## src/rtl/wdogPkg.sv

```systemverilog
package wdogPkg;

  // Command strobes from control to counter datapath
  typedef struct packed {
    logic clr;     // force counter to zero
    logic inc;     // advance counter by one
    logic useWin;  // compare against closed-window length
  } cntCmd_t;

  // Interval length in watchdog cycles for a selection code
  function automatic int unsigned selToCycles(input int unsigned sel,
                                              input int unsigned baseCyc);
    if (sel == 0) return baseCyc;
    return baseCyc << (sel - 1);
  endfunction

endpackage

```

## src/rtl/wdCounter.sv

```systemverilog
module wdCounter
  import wdogPkg::*;
#(
  parameter int unsigned SEL_W    = 4,
  parameter int unsigned CNT_W    = 20,
  parameter int unsigned BASE_CYC = 4
) (
  input  logic             clk,
  input  logic             rstN,
  input  cntCmd_t          cmd,
  input  logic [SEL_W-1:0] periodSel,
  input  logic [SEL_W-1:0] windowSel,
  output logic             cntHit
);

  logic [CNT_W-1:0] cnt;
  logic [CNT_W-1:0] limit;
  logic [SEL_W-1:0] selNow;

  assign selNow = cmd.useWin ? windowSel : periodSel;
  assign limit  = CNT_W'(selToCycles(int'(selNow), BASE_CYC));
  assign cntHit = (cnt == limit - CNT_W'(1));

  always_ff @(posedge clk or negedge rstN) begin
    if (!rstN) begin
      cnt <= '0;
    end else if (cmd.clr) begin
      cnt <= '0;
    end else if (cmd.inc) begin
      cnt <= cnt + CNT_W'(1);
    end
  end

  AST_CNT_IN_RANGE: assert property (@(posedge clk) disable iff (!rstN)
    cnt < limit) else $error("counter beyond interval");

endmodule

```

## src/rtl/wdControl.sv

```systemverilog
module wdControl
  import wdogPkg::*;
#(
  parameter int unsigned SEL_W = 4
) (
  input  logic             clk,
  input  logic             rstN,
  input  logic             cfgWrEn,
  input  logic [SEL_W-1:0] cfgPeriodIn,
  input  logic [SEL_W-1:0] cfgWindowIn,
  input  logic             lockWrEn,
  input  logic             lockWrData,
  input  logic             fuseLoad,
  input  logic [SEL_W-1:0] fusePeriod,
  input  logic [SEL_W-1:0] fuseWindow,
  input  logic             dbgMode,
  input  logic             dbgHalt,
  input  logic             restart,
  input  logic             cntHit,
  output cntCmd_t          cmd,
  output logic             rstReq,
  output logic             locked,
  output logic [SEL_W-1:0] periodSel,
  output logic [SEL_W-1:0] windowSel,
  output logic             inClosed
);

  logic             lockBit;
  logic             closedPh;
  logic             closedNext;
  logic             errNow;
  logic             cfgTake;
  logic             loadNow;
  logic             enabled;
  logic             winMode;
  logic [SEL_W-1:0] nextWindow;

  assign cfgTake    = cfgWrEn && !lockBit;
  assign loadNow    = fuseLoad || cfgTake;
  assign nextWindow = fuseLoad ? fuseWindow : cfgWindowIn;
  assign enabled    = (periodSel != '0);
  assign winMode    = (windowSel != '0);

  // Configuration and lock registers
  always_ff @(posedge clk or negedge rstN) begin
    if (!rstN) begin
      periodSel <= '0;
      windowSel <= '0;
      lockBit   <= 1'b0;
    end else if (fuseLoad) begin
      periodSel <= fusePeriod;
      windowSel <= fuseWindow;
      lockBit   <= 1'b1;
    end else begin
      if (cfgTake) begin
        periodSel <= cfgPeriodIn;
        windowSel <= cfgWindowIn;
      end
      if (lockWrEn) begin
        if (lockWrData)   lockBit <= 1'b1;
        else if (dbgMode) lockBit <= 1'b0;
      end
    end
  end

  // Interval sequencing
  always_comb begin
    cmd        = '0;
    errNow     = 1'b0;
    closedNext = closedPh;
    if (dbgHalt) begin
      cmd.clr    = 1'b1;
      closedNext = 1'b0;
    end else if (loadNow) begin
      cmd.clr    = 1'b1;
      closedNext = (nextWindow != '0);
    end else if (!enabled) begin
      cmd.clr    = 1'b1;
      closedNext = winMode;
    end else if (restart) begin
      cmd.clr    = 1'b1;
      errNow     = closedPh;
      closedNext = winMode;
    end else if (cntHit) begin
      cmd.clr    = 1'b1;
      errNow     = !closedPh;
      closedNext = closedPh ? 1'b0 : winMode;
    end else begin
      cmd.inc = 1'b1;
    end
    cmd.useWin = closedPh;
  end

  always_ff @(posedge clk or negedge rstN) begin
    if (!rstN) begin
      closedPh <= 1'b0;
      rstReq   <= 1'b0;
    end else begin
      closedPh <= closedNext;
      rstReq   <= errNow;
    end
  end

  assign locked   = lockBit;
  assign inClosed = closedPh;

  AST_DISABLED_QUIET: assert property (@(posedge clk) disable iff (!rstN)
    (periodSel == '0) |=> !rstReq) else $error("request while disabled");
  AST_EARLY_RESTART: assert property (@(posedge clk) disable iff (!rstN)
    (restart && inClosed && enabled && !dbgHalt && !fuseLoad && !(cfgWrEn && !locked))
      |=> rstReq) else $error("closed-window restart missed");
  AST_LOCK_STICKY: assert property (@(posedge clk) disable iff (!rstN)
    (locked && !dbgMode) |=> locked) else $error("lock dropped");
  AST_CFG_FROZEN: assert property (@(posedge clk) disable iff (!rstN)
    (locked && !fuseLoad) |=> ($stable(periodSel) && $stable(windowSel)))
    else $error("locked config changed");
  AST_FUSE_LOCKS: assert property (@(posedge clk) disable iff (!rstN)
    fuseLoad |=> locked) else $error("fuse load left unlocked");
  AST_HALT_QUIET: assert property (@(posedge clk) disable iff (!rstN)
    dbgHalt |=> !rstReq) else $error("request during halt");
  AST_SINGLE_PULSE: assert property (@(posedge clk) disable iff (!rstN)
    (rstReq && !restart) |=> !rstReq) else $error("request stretched");

endmodule

```

## src/rtl/winWatchdog.sv

```systemverilog
module winWatchdog
  import wdogPkg::*;
#(
  parameter int unsigned SEL_W    = 4,
  parameter int unsigned CNT_W    = 20,
  parameter int unsigned BASE_CYC = 4
) (
  input  logic             clk,
  input  logic             rstN,
  input  logic             cfgWrEn,
  input  logic [SEL_W-1:0] cfgPeriodIn,
  input  logic [SEL_W-1:0] cfgWindowIn,
  input  logic             lockWrEn,
  input  logic             lockWrData,
  input  logic             fuseLoad,
  input  logic [SEL_W-1:0] fusePeriod,
  input  logic [SEL_W-1:0] fuseWindow,
  input  logic             dbgMode,
  input  logic             dbgHalt,
  input  logic             restart,
  output logic             rstReq,
  output logic             locked,
  output logic [SEL_W-1:0] cfgPeriod,
  output logic [SEL_W-1:0] cfgWindow,
  output logic             inClosed
);

  cntCmd_t cmd;
  logic    cntHit;

  wdControl #(.SEL_W(SEL_W)) i_ctrl (
    .clk        (clk),
    .rstN       (rstN),
    .cfgWrEn    (cfgWrEn),
    .cfgPeriodIn(cfgPeriodIn),
    .cfgWindowIn(cfgWindowIn),
    .lockWrEn   (lockWrEn),
    .lockWrData (lockWrData),
    .fuseLoad   (fuseLoad),
    .fusePeriod (fusePeriod),
    .fuseWindow (fuseWindow),
    .dbgMode    (dbgMode),
    .dbgHalt    (dbgHalt),
    .restart    (restart),
    .cntHit     (cntHit),
    .cmd        (cmd),
    .rstReq     (rstReq),
    .locked     (locked),
    .periodSel  (cfgPeriod),
    .windowSel  (cfgWindow),
    .inClosed   (inClosed)
  );

  wdCounter #(.SEL_W(SEL_W), .CNT_W(CNT_W), .BASE_CYC(BASE_CYC)) i_cnt (
    .clk      (clk),
    .rstN     (rstN),
    .cmd      (cmd),
    .periodSel(cfgPeriod),
    .windowSel(cfgWindow),
    .cntHit   (cntHit)
  );

endmodule

```

## config.mk

```make
export PLATFORM = sky130hd
export DESIGN_NAME = winWatchdog
export DESIGN_NICKNAME = d
export VERILOG_FILES = /design/src/rtl/wdogPkg.sv /design/src/rtl/wdCounter.sv /design/src/rtl/wdControl.sv /design/src/rtl/winWatchdog.sv
export SDC_FILE = /design/constraint.sdc
export NUM_CORES = 1
export LEC_CHECK = 0
export CAP_MARGIN = 20
export CELL_PAD_IN_SITES_DETAIL_PLACEMENT = 1
export CELL_PAD_IN_SITES_GLOBAL_PLACEMENT = 2
export CORE_MARGIN = 2
export CORE_UTILIZATION = 37
export CTS_BUF_LIST = sky130_fd_sc_hd__clkbuf_8
export CTS_CLUSTER_DIAMETER = 60
export CTS_CLUSTER_SIZE = 28
export DETAILED_ROUTE_END_ITERATION = 16
export PLACE_DENSITY = 0.95
export RECOVER_POWER = 50
export SETUP_SLACK_MARGIN = 0.05
export SLEW_MARGIN = 20
export SYNTH_ARGS = -nofsm -noshare
export SYNTH_HDL_FRONTEND = slang
export SYNTH_SLANG_ARGS = --single-unit
```

## constraint.sdc

```tcl
create_clock -name clk -period 8.1 [get_ports clk]
set_clock_uncertainty 0.05 [all_clocks]
set_input_delay 2.025 -clock clk [delete_from_list [all_inputs] [get_ports clk]]
set_output_delay 2.025 -clock clk [all_outputs]
set_load 0.02 [all_outputs]
```

==> results.md <==
- Post-synth ARST share: 1.00
- Mux share of post-synthesis cell area: 0.0871
- Total clock sinks: 31
- Io pins: 36
- Synth Net Count: 328
- DR WL/cell: 18.2 um
- Most common flop cell mapped by yosys: dfrtp_1
- Vias in the first global route: 2,432
- Post-synthesis simple-gate area fraction: 0.239
- Maximum vdd drop: 0.000100 V
- Outcome: finished with violations
- Largest family of logic cells by synthesized area: simple AND/OR/NAND/NOR gates
- CP Data Arrival Time: 5.41 ns
- Cells on worst reg2reg path: 15
- Post-synth EDFFs: 0
- # Max-Cap Violations: 1
- Synth Instances: 299
- Fill cells: 795
- H-tree Lvls: 2
- Seq/Total Area, Yosys: 0.302
- Sequential share of power: 0.344
- Clock power share: 0.237
- Share of layout cells above drive strength 1: 0.0685
- Die width: 87.3 um
- Final nets: 350
- Final ANT Viol Nets: 0
- Std cell rows: 30
- Fin Setup TNS: 0 ns
- Final worst path period share: 0.654
- Clock latency on the worst-skew pair: 0.28 ns
- Pin count of the biggest net entering global routing: 32
- Cell taking the most area after synthesis: dfrtp_1
- Total power draw: 516 uW
- Leak Pwr: 1.10 nW
- Unique masters post-synth: 59
- CORE AREA: 6760 um^2
- Clock buffer depth: 2
- Post-CTS setup buffers: 0
- DP HPWL: 5510 um
- Remaining Overflow, GRT: 0
- FF+latch count, synth: 31
- Synth Area in Compound Gates: 0.179
- RSZ-0062 raised after global routing: false
- CTS tree: built
- XOR/XNOR Fraction of Synth Area: 0.121
- Min Tclk post-route: 5.29 ns
- Drt via density: 5.86
- Net Sw Frac: 0.382
- Drt first pass iters: 4
- Worst min path class: reg2reg
- Int Power: 319 uW
- Initial Utilization: 0.380
- Clock Tree Root: clkbuf_8
- First-pass GRT wire length: 12,300 um
- Max FO, Critical Path: 26
- Critical setup path kind: reg2reg
- Mean post-synth cell area: 8.60 um^2
- Via count: 2,350
- CP startpoint kind: flip-flop
- Critical path capture point type: flip-flop
- Synth Cell Area: 2570 um^2
- Yosys top cell area share: 0.302
- DIE AREA: 7630 um^2
- Failing checks: max-capacitance violations, max-slew violations
- Final hold violation count: 0
- Total track usage: 0.206
- Syn-to-layout area delta: 16.8%
- Power density cells: 172 nW/um^2
- CP required: 8.22 ns
- Port buffer count: 35
- Final WL: 7290 um
- Clock-pin slew on the worst setup and hold paths: 0.07 ns
- Finished Core Util: 0.444
- GPL Wtd Cong: 0.905
- Worst slew margin: -0.131
- Hold Path Depth: 1
- Antenna cells: 0
- Final slew viol count: 32
- Setup violations, final: 0
- Resized cells post-CTS: 0
- Most area-consuming cells after synthesis: dfrtp_1 (30%), xnor2_1 (7.2%), nor2_1 (5.4%)
- Net switching power of the design: 197 uW
- Worst Tran Pin Value: 1.70 ns
- Synth top cells by count: nor2_1 (37), dfrtp_1 (31), nand2_1 (22)
- Post-CTS Hold Buffers: 0
- Antenna violations before repair: 0
- Most frequent cell after synthesis: nor2_1
- Synth Area in Adders: 0.0195
- Initial DRC count: 108
- CTS Buf Count: 5
- Logic pwr share: 0.420
- DRC: 0
- Synth Warn #: 0
- Die H: 87.3 um
- F_max: 189 MHz
[through the flow]
step | setup WS [ns] | instances | hold WS [ns] | cell area (um^2)
after CTS | 2.84 | 401 | 0.498 | 3010
after global routing | 2.45 | 401 | 0.527 | 3000
after floorplan | 4.10 | 299 | 0.439 | 2570
after detailed placement | 2.90 | 394 | 0.480 | 2920
final | 2.81 | 401 | 0.487 | 3000
after global placement | 3.09 | 394 | 0.483 | 2920
[cell type report]
class / instances / area [um^2] / share of cell area
clock buffers: 6 / 82.6 / 0.0275
clock inverters: 1 / 5.00 / 0.00167
inverters: 7 / 26.3 / 0.00875
multi-input cells: 240 / 1660 / 0.552
flip-flops and latches: 31 / 776 / 0.258
well taps: 80 / 100 / 0.0333
repair buffers: 36 / 354 / 0.118
[critical path, cell delays in order, from the launching register on]
cell	delay (ns)
dfrtp_1	0.94
mux2_2	0.48
inv_1	0.17
ha_1	0.67
xnor2_1	0.28
a22o_1	0.30
inv_1	0.06
ha_1	0.30
xor2_1	0.14
o311a_1	0.17
o21ai_0	0.08
a211o_1	0.25
nor4_2	0.15
nand4b_1	0.18
nand2_1	0.54
mux2_2	0.41
[layout by cell type, fill, tap and decap left out, drive strengths merged, types with 7 or more instances in the layout]
| master | count |
|---|---|
| inv | 7 |
| nand2 | 22 |
| o21ai | 16 |
| xor2 | 12 |
| dfrtp | 31 |
| nand3 | 16 |
| xnor2 | 21 |
| a21oi | 8 |
| nor2 | 37 |
| mux2i | 14 |
| clkdlybuf4s50 | 29 |
| clkbuf | 7 |
[cell families after synthesis]
kind of cell / after synthesis
buf+inv: 28
fa+ha+maj: 4
mux: 19
flops: 31
xor+xnor: 34
compound gates: 63
simple gates: 120
[path summary, 6_finish.rpt]
kind                            slack, ns                   startpoint                         endpoint
worst min register to register       0.49    i_ctrl.locked$_DFFE_PN0P_        i_ctrl.locked$_DFFE_PN0P_
max in group asynchronous            4.33                         rstN        i_cnt.cnt[18]$_DFFE_PN0P_
worst max register to register       2.81  i_ctrl.inClosed$_DFFE_PN0P_      i_ctrl.inClosed$_DFFE_PN0P_
worst min-delay path                 0.49    i_ctrl.locked$_DFFE_PN0P_        i_ctrl.locked$_DFFE_PN0P_
min in group asynchronous            2.69                         rstN  i_ctrl.windowSel[3]$_DFFE_PN0P_
worst max-delay path                 2.81  i_ctrl.inClosed$_DFFE_PN0P_      i_ctrl.inClosed$_DFFE_PN0P_
[per-layer routing]
layer / up-vias / track usage / share of wire
met5: - / 0 / 0
met4: 0 / 0.0629 / 0.015
met3: 8 / 0.0227 / 0.026
met2: 40 / 0.334 / 0.48
met1: 1170 / 0.288 / 0.48
li1: 1132 / - / -
[registers in the layout, indices dropped and copies added (netlist names)]
signal            count
i_cnt.cnt            20
i_ctrl.periodSel      4
i_ctrl.windowSel      4
i_ctrl.inClosed       1
i_ctrl.locked         1
i_ctrl.rstReq         1
[power groups by stage]
stage / Combinational [mW] / Sequential (mW) / Clock, mW
final: 0.217 / 0.177 / 0.122
after global routing: 0.236 / 0.179 / 0.133
after CTS: 0.217 / 0.177 / 0.126
after detailed placement: 0.215 / 0.180 / 0
after global placement: 0.213 / 0.180 / 0
after floorplan: 0.159 / 0.174 / 0
No activity file was read; power rests on OpenSTA's default activity.
